**src/rtl/l4x_pkg.sv**
```systemverilog
package l4x_pkg;

  typedef enum logic [3:0] {
    EXC_NONE     = 4'd0,
    EXC_SHORT    = 4'd1,
    EXC_CSUM     = 4'd2,
    EXC_LEN      = 4'd3,
    EXC_PORT     = 4'd4,
    EXC_FIN_ONLY = 4'd8,
    EXC_NO_FLAGS = 4'd9,
    EXC_FIN_RST  = 4'd10,
    EXC_SYN_URG  = 4'd11,
    EXC_SYN_RST  = 4'd12,
    EXC_SYN_FIN  = 4'd13
  } exc_code_e;

  localparam int unsigned TCP_MIN_BYTES = 20;
  localparam int unsigned UDP_MIN_BYTES = 8;
  localparam int unsigned FLAG_BYTE_OFS = 13;
  localparam int unsigned FLG_FIN = 0;
  localparam int unsigned FLG_SYN = 1;
  localparam int unsigned FLG_RST = 2;
  localparam int unsigned FLG_URG = 5;
  localparam int unsigned FLAG_W  = 6;

  typedef struct packed {
    logic [15:0]       sport;
    logic [15:0]       dport;
    logic [15:0]       ulen;
    logic [15:0]       uck;
    logic [FLAG_W-1:0] flags;
  } l4_fields_t;

  function automatic logic [15:0] oc_add(input logic [15:0] a, input logic [15:0] b);
    logic [16:0] t;
    t = {1'b0, a} + {1'b0, b};
    return t[15:0] + {15'd0, t[16]};
  endfunction

endpackage

```
**src/rtl/l4x_hdr_capture.sv**
```systemverilog
module l4x_hdr_capture
  import l4x_pkg::*;
#(
  parameter int unsigned LEN_W = 16
) (
  input  logic             clk,
  input  logic             rst_n,
  input  logic             beat,
  input  logic             first,
  input  logic [7:0]       data,
  output logic [LEN_W-1:0] cnt_nxt,
  output l4_fields_t       fields_nxt
);

  localparam logic [LEN_W-1:0] CNT_MAX = '1;

  logic [LEN_W-1:0] cnt_q, idx;
  l4_fields_t       fld_q;

  always_comb begin
    idx        = first ? '0 : cnt_q;
    cnt_nxt    = cnt_q;
    fields_nxt = fld_q;
    if (beat) begin
      cnt_nxt = (idx == CNT_MAX) ? CNT_MAX : idx + 1'b1;
      case (32'(idx))
        0:  fields_nxt.sport[15:8] = data;
        1:  fields_nxt.sport[7:0]  = data;
        2:  fields_nxt.dport[15:8] = data;
        3:  fields_nxt.dport[7:0]  = data;
        4:  fields_nxt.ulen[15:8]  = data;
        5:  fields_nxt.ulen[7:0]   = data;
        6:  fields_nxt.uck[15:8]   = data;
        7:  fields_nxt.uck[7:0]    = data;
        FLAG_BYTE_OFS: fields_nxt.flags = data[FLAG_W-1:0];
        default: ;
      endcase
    end
  end

  always_ff @(posedge clk or negedge rst_n) begin
    if (!rst_n) begin
      cnt_q <= '0;
      fld_q <= '0;
    end else if (beat) begin
      cnt_q <= cnt_nxt;
      fld_q <= fields_nxt;
    end
  end

  // each accepted non-start beat advances the count by one
  a_r10_count_steps: assert property (@(posedge clk) disable iff (!rst_n)
    (beat && !first && cnt_q != CNT_MAX) |=> (cnt_q == $past(cnt_q) + 1'b1));
  // idle cycles leave the count untouched
  a_r10_idle_holds: assert property (@(posedge clk) disable iff (!rst_n)
    !beat |=> $stable(cnt_q));

endmodule

```
**config.mk**
```make
export PLATFORM = sky130hd
export DESIGN_NAME = l4x_hdr_capture
export DESIGN_NICKNAME = d
export VERILOG_FILES = /design/src/rtl/l4x_pkg.sv /design/src/rtl/l4x_hdr_capture.sv
export SDC_FILE = /design/constraint.sdc
export NUM_CORES = 1
export LEC_CHECK = 0
export BUFFER_PORTS_ARGS = -buffer_cell sky130_fd_sc_hd__buf_2
export CAP_MARGIN = 20
export CORE_ASPECT_RATIO = 0.75
export CORE_MARGIN = 1
export CORE_UTILIZATION = 60
export CTS_CLUSTER_SIZE = 16
export DETAILED_ROUTE_END_ITERATION = 7
export GPL_TIMING_DRIVEN = 0
export PLACE_DENSITY = 0.86
export SETUP_SLACK_MARGIN = 0.3
export SYNTH_ARGS = -nofsm -noshare
export SYNTH_HDL_FRONTEND = slang
export SYNTH_SLANG_ARGS = --single-unit
```
**constraint.sdc**
```tcl
create_clock -name clk -period 3.3 [get_ports clk]
set_input_delay 0.495 -clock clk [delete_from_list [all_inputs] [get_ports clk]]
set_output_delay 0.495 -clock clk [all_outputs]
set_load 0.02 [all_outputs]
```
Word level (Yosys, flattened, before mapping)

Index checks and enable logic that the tools add are counted.

Multiplexer cells: 13
Equality and inequality tests: 9
Reductions and logical operators: 1
$add $sub $neg: 1

Operators by type and width:

| cell                                                              | count |
|---|---|
| 70-bit two-way mux                                                | 1 |
| 16-bit by 3-bit == test with 1-bit output (second input constant) | 4 |
| 8-bit two-way mux                                                 | 8 |
| 16-bit two-way mux                                                | 3 |
| 16-bit by 2-bit == test with 1-bit output (second input constant) | 2 |
| 16-bit by 1-bit adder with 16-bit output (second input constant)  | 1 |
| 16-bit by 1-bit == test with 1-bit output (second input constant) | 1 |
| 16-bit == test (second input constant)                            | 1 |
| 16-bit by 4-bit == test with 1-bit output (second input constant) | 1 |
| 16-bit logical NOT                                                | 1 |
| 6-bit two-way mux                                                 | 1 |

Word-level logic and storage cells: 30
Register bits after elaboration: 86

Logic depth before layout (Yosys ltp)

Gate-level depths: netlist of the first run.

Depth after elaboration: 4
Gate-level depth with buffers: 7
Gate-level depth less buffers: 4

Worst setup path before layout of the first run

OpenSTA, ideal clock, no wires.

Path kind: flip-flop to output port
Start point: reg cnt_q[6]
End point: out fields_nxt[38] (netlist bit)
Cell stages (with the launch flop): 7
Data required time: 2,805 ps
Path buffers: 2
Path slack: 823 ps
Arrival time: 1,982 ps
Path through: dfrtp_1 -> buf_6 -> nor4_2 -> nand4_1 -> nor4_4 -> buf_6 -> mux2_1

RTL lines:

| element                | line                  | source |
|---|---|---|
| from (decl)            | l4x_hdr_capture.sv:17 | `logic [LEN_W-1:0] cnt_q, idx;` |
| from (signal assigned) | l4x_hdr_capture.sv:46 | `cnt_q <= cnt_nxt;` |
| to (decl)              | l4x_hdr_capture.sv:12 | `output l4_fields_t fields_nxt` |

==> results of run 1 <==
[kinds of logic after synthesis]
family | Yosys count
AOI/OAI and AO/OA | 52
buffers and inverters | 39
muxes | 141
and+or+nand+nor | 60
DFF | 86
[metal layers]
layer | track usage | vias up
met5 | 0 | -
met1 | 0.415 | 1999
met2 | 0.471 | 201
met4 | 0.0795 | 0
met3 | 0.0617 | 40
li1 | - | 1723
[sequential cells by signal (all words and copies together), names as in the netlist]
signal,cells
cnt_q,16
fld_q,70
[Yosys cell counts, drive strengths merged (2+ instances only)]
cell type and number:
nor3 7, clkbuf 12, o21ai 2, inv 8, nand4 7, a211oi 2, and3b 3, mux2 140
dfrtp 86, nand2 5, a31o 4, nand4b 2, a21oi 23, nand3 2, nor4 10, buf 19
o311ai 2, o22ai 2, nor2 11, o221ai 4, nand2b 2, a31oi 6, and3 4, a41oi 5
or3 2
[how the worst max path moves through the flow]
stage / start / end / cells past startpoint
after floorplan: cnt_q[6] / fields_nxt[38] / 6
after global placement: first / fields_nxt[67] / 7
after detailed placement: first / fields_nxt[67] / 7
after CTS: cnt_q[14] / fields_nxt[38] / 8
after global routing: cnt_q[7] / fields_nxt[43] / 7
final: cnt_q[9] / fields_nxt[22] / 7
[cell usage in the layout (no fill, tap or decap), types with 3 or more instances in the layout]
cell	instances
and3b_1	3
nor4_4	8
inv_1	7
nor3_4	5
a41oi_1	5
nand4_1	6
dfrtp_1	82
a31o_2	4
dfrtp_2	4
buf_2	93
nand2_1	5
a21oi_1	22
mux2_4	30
o221ai_1	4
mux2_2	65
clkbuf_8	9
buf_6	20
mux2_1	45
a31oi_1	5
and3_1	4
nor2_1	10
buf_4	40
clkbuf_1	12
[power groups by stage]
stage	combinational, mW	clock, mW	sequential (mW)
after floorplan	1.36	0	1.53
final	1.99	0.782	1.58
after global routing	2.10	0.832	1.62
after CTS	1.96	0.781	1.57
after detailed placement	1.84	0	1.59
after global placement	1.79	0	1.56
[critical path, stage by stage (launching register included)]
cell and delay, ns:
dfrtp_1 0.51, nor4_4 0.34, nand4_4 0.23, buf_4 0.21, nor3_4 0.14, buf_6 0.19
mux2_1 0.36, buf_2 0.17
[layout make-up]
type                    count  area [µm²]
clock inverters             7        80.1
multi-input cells         253        2620
plain buffers              31         206
inverters                   8        30.0
repair buffers            137         875
flip-flops and latches     86        2160
clock buffers               9         124
well taps                 105         131
fillers                   468        1700
[timing repair]
item	4_1_cts	5_1_grt
buffers inserted	16	18
resized for setup	27	17
cloned	2	2
endpoints found under the setup margin	74	68
hold buffers	1	0
pin swaps	13	9
endpoints found under the hold margin	14	0
==> reports/metrics.yaml, run 1 <==
drive_above_1_share: 0.559
synth_simple_gate_area_frac: 0.0991
endpoint_kind: "output port"
yosysSeqAreaShare: 0.438
holdCritStartpoint: "data[6]"
worstPathMaxFanout: 10
dieArea_mm2: 0.00856
syn_avg_cell_area_um2: 13.0
synth_ff_type: "dfrtp_1"
sequentialPowerShare: 0.363
combPwrFrac: 0.457
vias: 3963
synth_top_area_frac: 0.438
place_hpwl_mm: 8.31
ys_ff_latch: 86
grt_max_degree: 73
p_leak_nw: 3.09
period_share: 0.914
drtIter0Drc: 280
syn_nets: 390
hold_depth: 2
gp_congestion: 0.949
synth.cell_area_mm2: 0.00491
crit_type: "reg -> out"
antenna_found_initial: 0
wl_met2_mm: 6.15
synth_edf_count: 0
initial_core_util: 0.620
relSlewSlack: 0.596
final_nets: 538
finalSetupViolCount: 0
tightest_slew_ns: 0.606
crit_required_ns: 2.80
placed_cell_area_mm2: 0.00556
outcome: "complete, no violations"
r2r_cells: 8
grt_util_all_layers: 0.297
critPathLaunchType: "register"
placed_cells: 581
firstDrtPassIters: 5
post-place-ws_ns: 0.196
fin_crit_ns: 3.02
area_delta_synth_final_pct: 26.6
clk-insertion-delay-late_ns: 0.37
io_pins: 98
grt_pass1_wl_mm: 19.1
vias_per_cell: 6.23
tns_ns: 0
cap_viol_max_count: 0
htreeDepth: 3
max_clock_freq_mhz: 332
cts_sinks: 86
core_area_mm2: 0.00792
synth_mux_area_frac: 0.346
netlist_top_cells_area: "dfrtp_1, mux2_2, mux2_1, mux2_4, a21oi_1"
fin_area_mm2: 0.00622
r2r_end: "cnt_q[2]"
synthXorXnorAreaFrac: 0
path_clk_slew_ns: 0.10
intPower_mw: 2.71
highest_layer: "met4"
numPortBuffers: 97
ir_drop_mv: 0.451
p_sw_frac: 0.378
drcViolationCount: 0
regToRegSetupSlack_ns: 1.10
die_h_um: 80.4
synth-async-reset-ratio: 1.00
fin_cells: 636
pwr-share-clk: 0.180
hold_slack_ns: 0.468
power.total_mw: 4.36
synthCells: 378
min_to: "fld_q[44]"
ys_warn_count: 0
rows: 28
numCtsBuffers: 9
power.switching_mw: 1.65
rsz0062_at_grt: "true"
cts_root_buffer: "clkbuf_8"
synth-adder-area-share: 0
grt.overflow.total: 0
power_density_mw_per_mm2: 701
r2r-start: "cnt_q[2]"
wirelength_mm: 13.3
critPathArrivalTime_ns: 2.52
finClkSkew_ns: 0.0158
yosysUniqueCellTypes: 45
post-route-util: 0.785
ant_nets: 0
synth_compound_area_frac: 0.0711
finalMaxSlewViolations: 0
synth_top_area_cell: "dfrtp_1"
wl_per_cell_um: 20.8
diodes: 0
hp-class: "in -> reg"
clockBufferDepth: 2
cts_tree: "built"
wirelength_met1_mm: 5.87
wl_met3_um: 895
die_w_um: 106
grt_pass1_vias: 3611
fin_ws_ns: 0.284
hold_viol_final: 0
synth_top_family_by_area: "multiplexers"
Power figures use the tool's default switching activity.
==> run 2, diff against run 1 <==
Settings changed: ABC_AREA set to 1.
==> run 2 against run 1 <==
  * Sequential share of layout area grew 2.5 points
  * Sequential power shrank 19%
  * Area after synthesis shrank 0.53%
  * Combinational power shrank 52%
  * Setup slack gained 0.17 ns
  * Cell count grew 44%
  * Clock-buffer cell count grew 2
==> reports/metrics.yaml, run 2 <==
outcome: "complete, no violations"
hold_viol_final: 0  # unchanged
critPathLaunchType: "input pin"
drcViolationCount: 0  # unchanged
yosysSeqAreaShare: 0.440  # +0.00236
path_clk_slew_ns: 0.09  # about the same
wirelength_mm: 12.5  # -6.0%
final_cell_mix: "nand2_1, inv_1, buf_2, dfrtp_1, nor2_1"
ant_nets: 0  # unchanged
cpPeakStageDelay_ns: 0.38  # -0.13 ns
post-place-ws_ns: 0.434  # +0.238 ns
rsz0062_at_grt: "false"
initial_core_util: 0.620  # about the same
vias_per_cell: 5.20  # -17%
syn_avg_cell_area_um2: 7.01  # -46%
synth_mux_area_frac: 0  # -0.346
combPwrFrac: 0.313  # -0.144
period_share: 0.862  # -0.0522
hp-class: "in -> async"
power_density_mw_per_mm2: 532  # -24%
drtIter0Drc: 549  # +96%
ys_warn_count: 0  # unchanged
power.total_mw: 3.08  # -29%
endpoint_kind: "output port"
final_nets: 820  # +52%
diodes: 0  # unchanged
reg.largest.list: "fld_q: 70 flops, cnt_q: 16 flops"
critPathArrivalTime_ns: 2.35  # -0.17 ns
htreeDepth: 3  # unchanged
fin_crit_ns: 2.84  # -0.172 ns
synthTopCellsByCount: "nand2_1, inv_1, dfrtp_1"
crit_required_ns: 2.80  # about the same
regMostFlops: "fld_q"
finalSetupViolCount: 0  # unchanged
wl_per_cell_um: 13.6  # -35%
grt.overflow.total: 0  # unchanged
grt_util_all_layers: 0.306  # +0.00903
fillers: 667  # +43%
ys_ff_latch: 86  # unchanged
grt_pass1_wl_mm: 19.9  # +4.1%
clk-insertion-delay-late_ns: 0.36  # about the same
cpMostUsedCell: "nand2_1"
p_leak_nw: 3.33  # +7.6%
max_clock_freq_mhz: 352  # +6.1%
crit_family: "simple AND/OR/NAND/NOR gates"
antenna_found_initial: 0  # unchanged
crit_type: "in -> out"
cts_root_buffer: "clkbuf_8"
synthXorXnorAreaFrac: 0  # unchanged
drive_above_1_share: 0.191  # -0.369
rows: 28  # unchanged
final_common_cell: "nand2_1"
fin_cells: 918  # +44%
synth_edf_count: 0  # unchanged
synth_top_area_frac: 0.440  # +0.00236
grt_max_degree: 63  # -14%
relSlewSlack: 0.652  # +0.0559
core_area_mm2: 0.00788  # -0.44%
firstDrtPassIters: 5  # unchanged
synth_top_family_by_area: "simple AND/OR/NAND/NOR gates"
area_delta_synth_final_pct: 18.4
die_h_um: 80.2  # -0.26%
largest_reg_flops: 70  # unchanged
crit_slowest_cell: "nor2_1"
synth_top_area_cell: "dfrtp_1"
numPortBuffers: 97  # unchanged
tightest_slew_ns: 0.522  # -0.0839 ns
synth.cell_area_mm2: 0.00489  # -0.53%
gp_congestion: 0.954  # +0.53%
synth_ff_type: "dfrtp_1"
io_pins: 98  # unchanged
p_sw_frac: 0.364  # -0.0133
synth.most_common_cell: "nand2_1"
numCtsBuffers: 9  # unchanged
tns_ns: 0  # unchanged
pwr-share-clk: 0.271  # +0.091
netlist_top_cells_area: "dfrtp_1, nand2_1, inv_1, nand4_1, nor2_1"
crit_chain: "buf_2 > inv_2 > buf_4 > nand2_1 > nor2_1 > nand2_1 > nor2_1 > inv_1 > nand2_1 > nand2_1 > nand2_1 > nand2_1 > nand2_1 > buf_2"
die_w_um: 106  # -0.26%
synth_simple_gate_area_frac: 0.372  # +0.272
intPower_mw: 1.96  # -28%
power.switching_mw: 1.12  # -32%
cap_viol_max_count: 0  # unchanged
cts_sinks: 86  # unchanged
fin_ws_ns: 0.456  # +0.172 ns
ir_drop_mv: 0.356  # -21%
finClkSkew_ns: 0.0129  # -0.00292 ns
synth_compound_area_frac: 0.0328  # -0.0383
synth-async-reset-ratio: 1.00  # unchanged
cts_hold_buffers: 0  # -1
dieArea_mm2: 0.00851  # -0.52%
critPathBufInv: 5  # +2
syn_nets: 709  # +82%
cts_tree: "built"
synth-adder-area-share: 0  # unchanged
finalMaxSlewViolations: 0  # unchanged
placed_cells: 900  # +55%
clockBufferDepth: 2  # unchanged
sequentialPowerShare: 0.416  # +0.053
place_hpwl_mm: 9.03  # +8.6%
worstPathMaxFanout: 10  # unchanged
synthCells: 697  # +84%
grt_pass1_vias: 4113  # +14%
yosysUniqueCellTypes: 31  # -31%
vias: 4772  # +20%
## run 2: cell types whose count changed after synthesis, sizes merged, moves of 17 or more
cell / delta
nand3: +38
nand2: +230
nand4: +43
mux2: -140
nor2: +48
inv: +167
o21ai: +17
a21oi: -21
## run 2: cell type report
type | instances | area, µm² | share of cell area
Buffer | 16 | 96.3 | 0.0167
Timing Repair Buffer | 100 | 531 | 0.0917
Inverter | 176 | 662 | 0.114
Tap cell | 105 | 131 | 0.0227
Sequential cell | 86 | 2150 | 0.372
Clock inverter | 5 | 82.6 | 0.0143
Multi-Input combinational cell | 419 | 1990 | 0.344
Clock buffer | 11 | 141 | 0.0244
## run 2: layer usage
layer,track usage,wire length (µm),vias up
li1,-,-,2331
met1,0.452,5660,2179
met2,0.453,5490,240
met3,0.0593,1100,22
met4,0.0931,205,0
met5,0,0,-
## run 2: path summary, 6_finish.rpt
check / startpoint / end / slack [ns] / cells after the start
worst min register to register: fld_q[61] / fld_q[61] / 0.47 / 2
max in group asynchronous: rst_n / fld_q[50] / 2.66 / 2
worst max register to register: cnt_q[1] / fld_q[15] / 1.46 / 8
min in group clk: data[2] / fld_q[2] / 0.41 / 3
worst min-delay path: rst_n / fld_q[0] / 0.03 / 1
worst max-delay path: first / cnt_nxt[7] / 0.46 / 14
## run 2: kinds of logic after synthesis
logic type / count (synthesis)
compound gates: 29
buf+inv: 192
flops: 86
simple gates: 390
## run 2: timing repair
| action | in CTS | in global routing |
|---|---|---|
| setup buffers | 0 | 2 |
| resized for setup | 0 | 2 |
| endpoints found under the setup margin | 0 | 12 |
## run 2: power by group through the flow
stage	Sequential, mW	Combinational (mW)	Clock, mW
CTS	1.28	0.957	0.846
floorplan	1.28	0.654	0
finish	1.28	0.963	0.835
global route	1.30	1.06	0.890
detailed placement	1.30	0.951	0
global placement	1.29	0.921	0
## run 2: through the flow
stage,hold slack (ns),area (µm²),util
finish,0.0250,5780,0.734
global route,0.0351,5780,0.734
CTS,0.0251,5760,0.730
detailed placement,0.425,5530,0.702
global placement,0.447,5500,0.698
floorplan,0.199,4890,-
==> run 3, diff against run 2 <==
Settings changed: CORE_MARGIN 1 to 5.
==> run 3 against run 2 <==
  * Global-route usage down 2.4 points
  * Non-clock buffer count down 1
  * Clock skew up 0.0043 ns
  * Sequential cell count unchanged
  * Critical endpoint is now cnt_nxt[1]
  * Largest cell class unchanged
==> reports/metrics.yaml, run 3 (same netlist as run 2, synthesis figures left out) <==
cts_tree: "built"
fin_ws_ns: 0.432  # -0.0242 ns
critPathBufInv: 4  # -1
area_delta_synth_final_pct: 17.9
diodes: 0  # unchanged
max_clock_freq_mhz: 349  # -0.85%
htreeDepth: 3  # unchanged
tightest_slew_ns: 0.570  # +0.0484 ns
cts_sinks: 86  # unchanged
path_clk_slew_ns: 0.09  # about the same
grt_max_degree: 57  # -9.5%
placed_cells: 900  # unchanged
post-place-ws_ns: 0.467  # +0.0328 ns
cp-endpoint: "cnt_nxt[1]"
r2r_cells: 8  # unchanged
r2r-start: "cnt_q[1]"
hold_viol_final: 0  # unchanged
io_pins: 98  # unchanged
crit_chain: "buf_2 > inv_2 > buf_6 > nand3_1 > nor2_2 > nand4_4 > nand2_2 > nor2_1 > nor2_1 > buf_2"
p_leak_nw: 3.32  # -0.49%
die_h_um: 88.2  # +10%
drive_above_1_share: 0.192  # +0.00147
placed_cell_area_mm2: 0.00553  # unchanged
cap_viol_max_count: 0  # unchanged
crit_family: "simple AND/OR/NAND/NOR gates"
numPortBuffers: 97  # unchanged
gp_congestion: 0.942  # -1.2%
hp-class: "in -> async"
crit_type: "in -> out"
die_w_um: 114  # +7.5%
regMostFlops: "fld_q"
ant_nets: 0  # unchanged
final_common_cell: "nand2_1"
crit_slowest_cell: "nor2_2"
tns_ns: 0  # unchanged
drtIter0Drc: 561  # +2.2%
finalMaxSlewViolations: 0  # unchanged
rows: 28  # unchanged
final_nets: 819  # -0.12%
fillers: 668  # +0.15%
outcome: "complete, no violations"
power.total_mw: 3.05  # -1.1%
period_share: 0.869  # +0.00735
initial_core_util: 0.617  # -0.00274
finClkSkew_ns: 0.0172  # +0.00433 ns
regToRegSetupSlack_ns: 1.44  # -0.02 ns
grt_util_all_layers: 0.282  # -0.0236
power_density_mw_per_mm2: 529  # -0.70%
cts_hold_buffers: 0  # unchanged
r2r_end: "fld_q[40]"
place_hpwl_mm: 10.1  # +12%
critPathArrivalTime_ns: 2.37  # +0.02 ns
grt.overflow.total: 0  # unchanged
grt_pass1_vias: 4778  # +16%
firstDrtPassIters: 5  # unchanged
vias: 4838  # +1.4%
cpPeakStageDelay_ns: 0.35  # -0.03 ns
dieArea_mm2: 0.0101  # +18%
final_cell_mix: "nand2_1, inv_1, buf_2, dfrtp_1, nor2_1"
crit_cells: 10  # -4
antenna_found_initial: 0  # unchanged
wl_per_cell_um: 14.8  # +9.0%
crit_required_ns: 2.80  # about the same
reg.largest.list: "fld_q: 70 flops, cnt_q: 16 flops"
grt_pass1_wl_mm: 22.5  # +13%
fin_crit_ns: 2.87  # +0.0242 ns
clockBufferDepth: 2  # unchanged
fin_cells: 917  # -0.11%
worstPathMaxFanout: 10  # unchanged
relSlewSlack: 0.620  # -0.0322
clk-insertion-delay-late_ns: 0.36  # about the same
finalSetupViolCount: 0  # unchanged
numCtsBuffers: 9  # unchanged
core_area_mm2: 0.00792  # +0.44%
cts_root_buffer: "clkbuf_8"
vias_per_cell: 5.28  # +1.5%
fin_area_mm2: 0.00576  # -0.39%
ir_drop_mv: 0.362  # +1.8%
rsz0062_at_grt: "false"
endpoint_kind: "output port"
wirelength_mm: 13.6  # +8.9%
startpoint: "first"
drcViolationCount: 0  # unchanged
largest_reg_flops: 70  # unchanged
critPathLaunchType: "input pin"
-- run 3: worst min path at each step --
stage,start,endpoint,slack [ns],depth (start not counted)
floorplan,rst_n,cnt_q[0],0.20,0
global placement,fld_q[3],fld_q[3],0.45,2
detailed placement,fld_q[60],fld_q[60],0.45,2
CTS,rst_n,cnt_q[13],0.08,1
global route,rst_n,cnt_q[13],0.10,1
finish,rst_n,cnt_q[13],0.07,1
-- run 3: layout make-up --
cell class	instances	area, µm²	share of cell area
Tap cell	105	131	0.0228
Inverter	176	662	0.115
Buffer	16	96.3	0.0167
Sequential cell	86	2150	0.374
Clock inverter	6	68.8	0.0119
Clock buffer	10	138	0.0239
Timing Repair Buffer	99	523	0.0908
Multi-Input combinational cell	419	1990	0.345
-- run 3: routing by layer --
layer,share of wire,track usage
met1,0.43,0.397
met2,0.45,0.454
met3,0.098,0.0525
met4,0.013,0.0744
met5,0,0
-- run 3: repair_timing --
action / in CTS / in global routing
setup endpoints to repair: 0 / 22
buffers inserted: 0 / 1
resized for setup: 0 / 3
-- run 3: report_power, final --
group          switching (mW)  leakage, nW  internal (mW)
clock                   0.405        0.103          0.375
sequential             0.0626        0.926           1.22
combinational           0.696         2.29          0.290
total                    1.16         3.32           1.88
-- run 3: per-stage QoR --
step | hold slack, ns | util
2_1_floorplan | 0.199 | -
3_3_place_gp | 0.448 | 0.695
3_5_place_dp | 0.453 | 0.699
4_1_cts | 0.0841 | 0.725
5_1_grt | 0.103 | 0.728
6_report | 0.0727 | 0.728
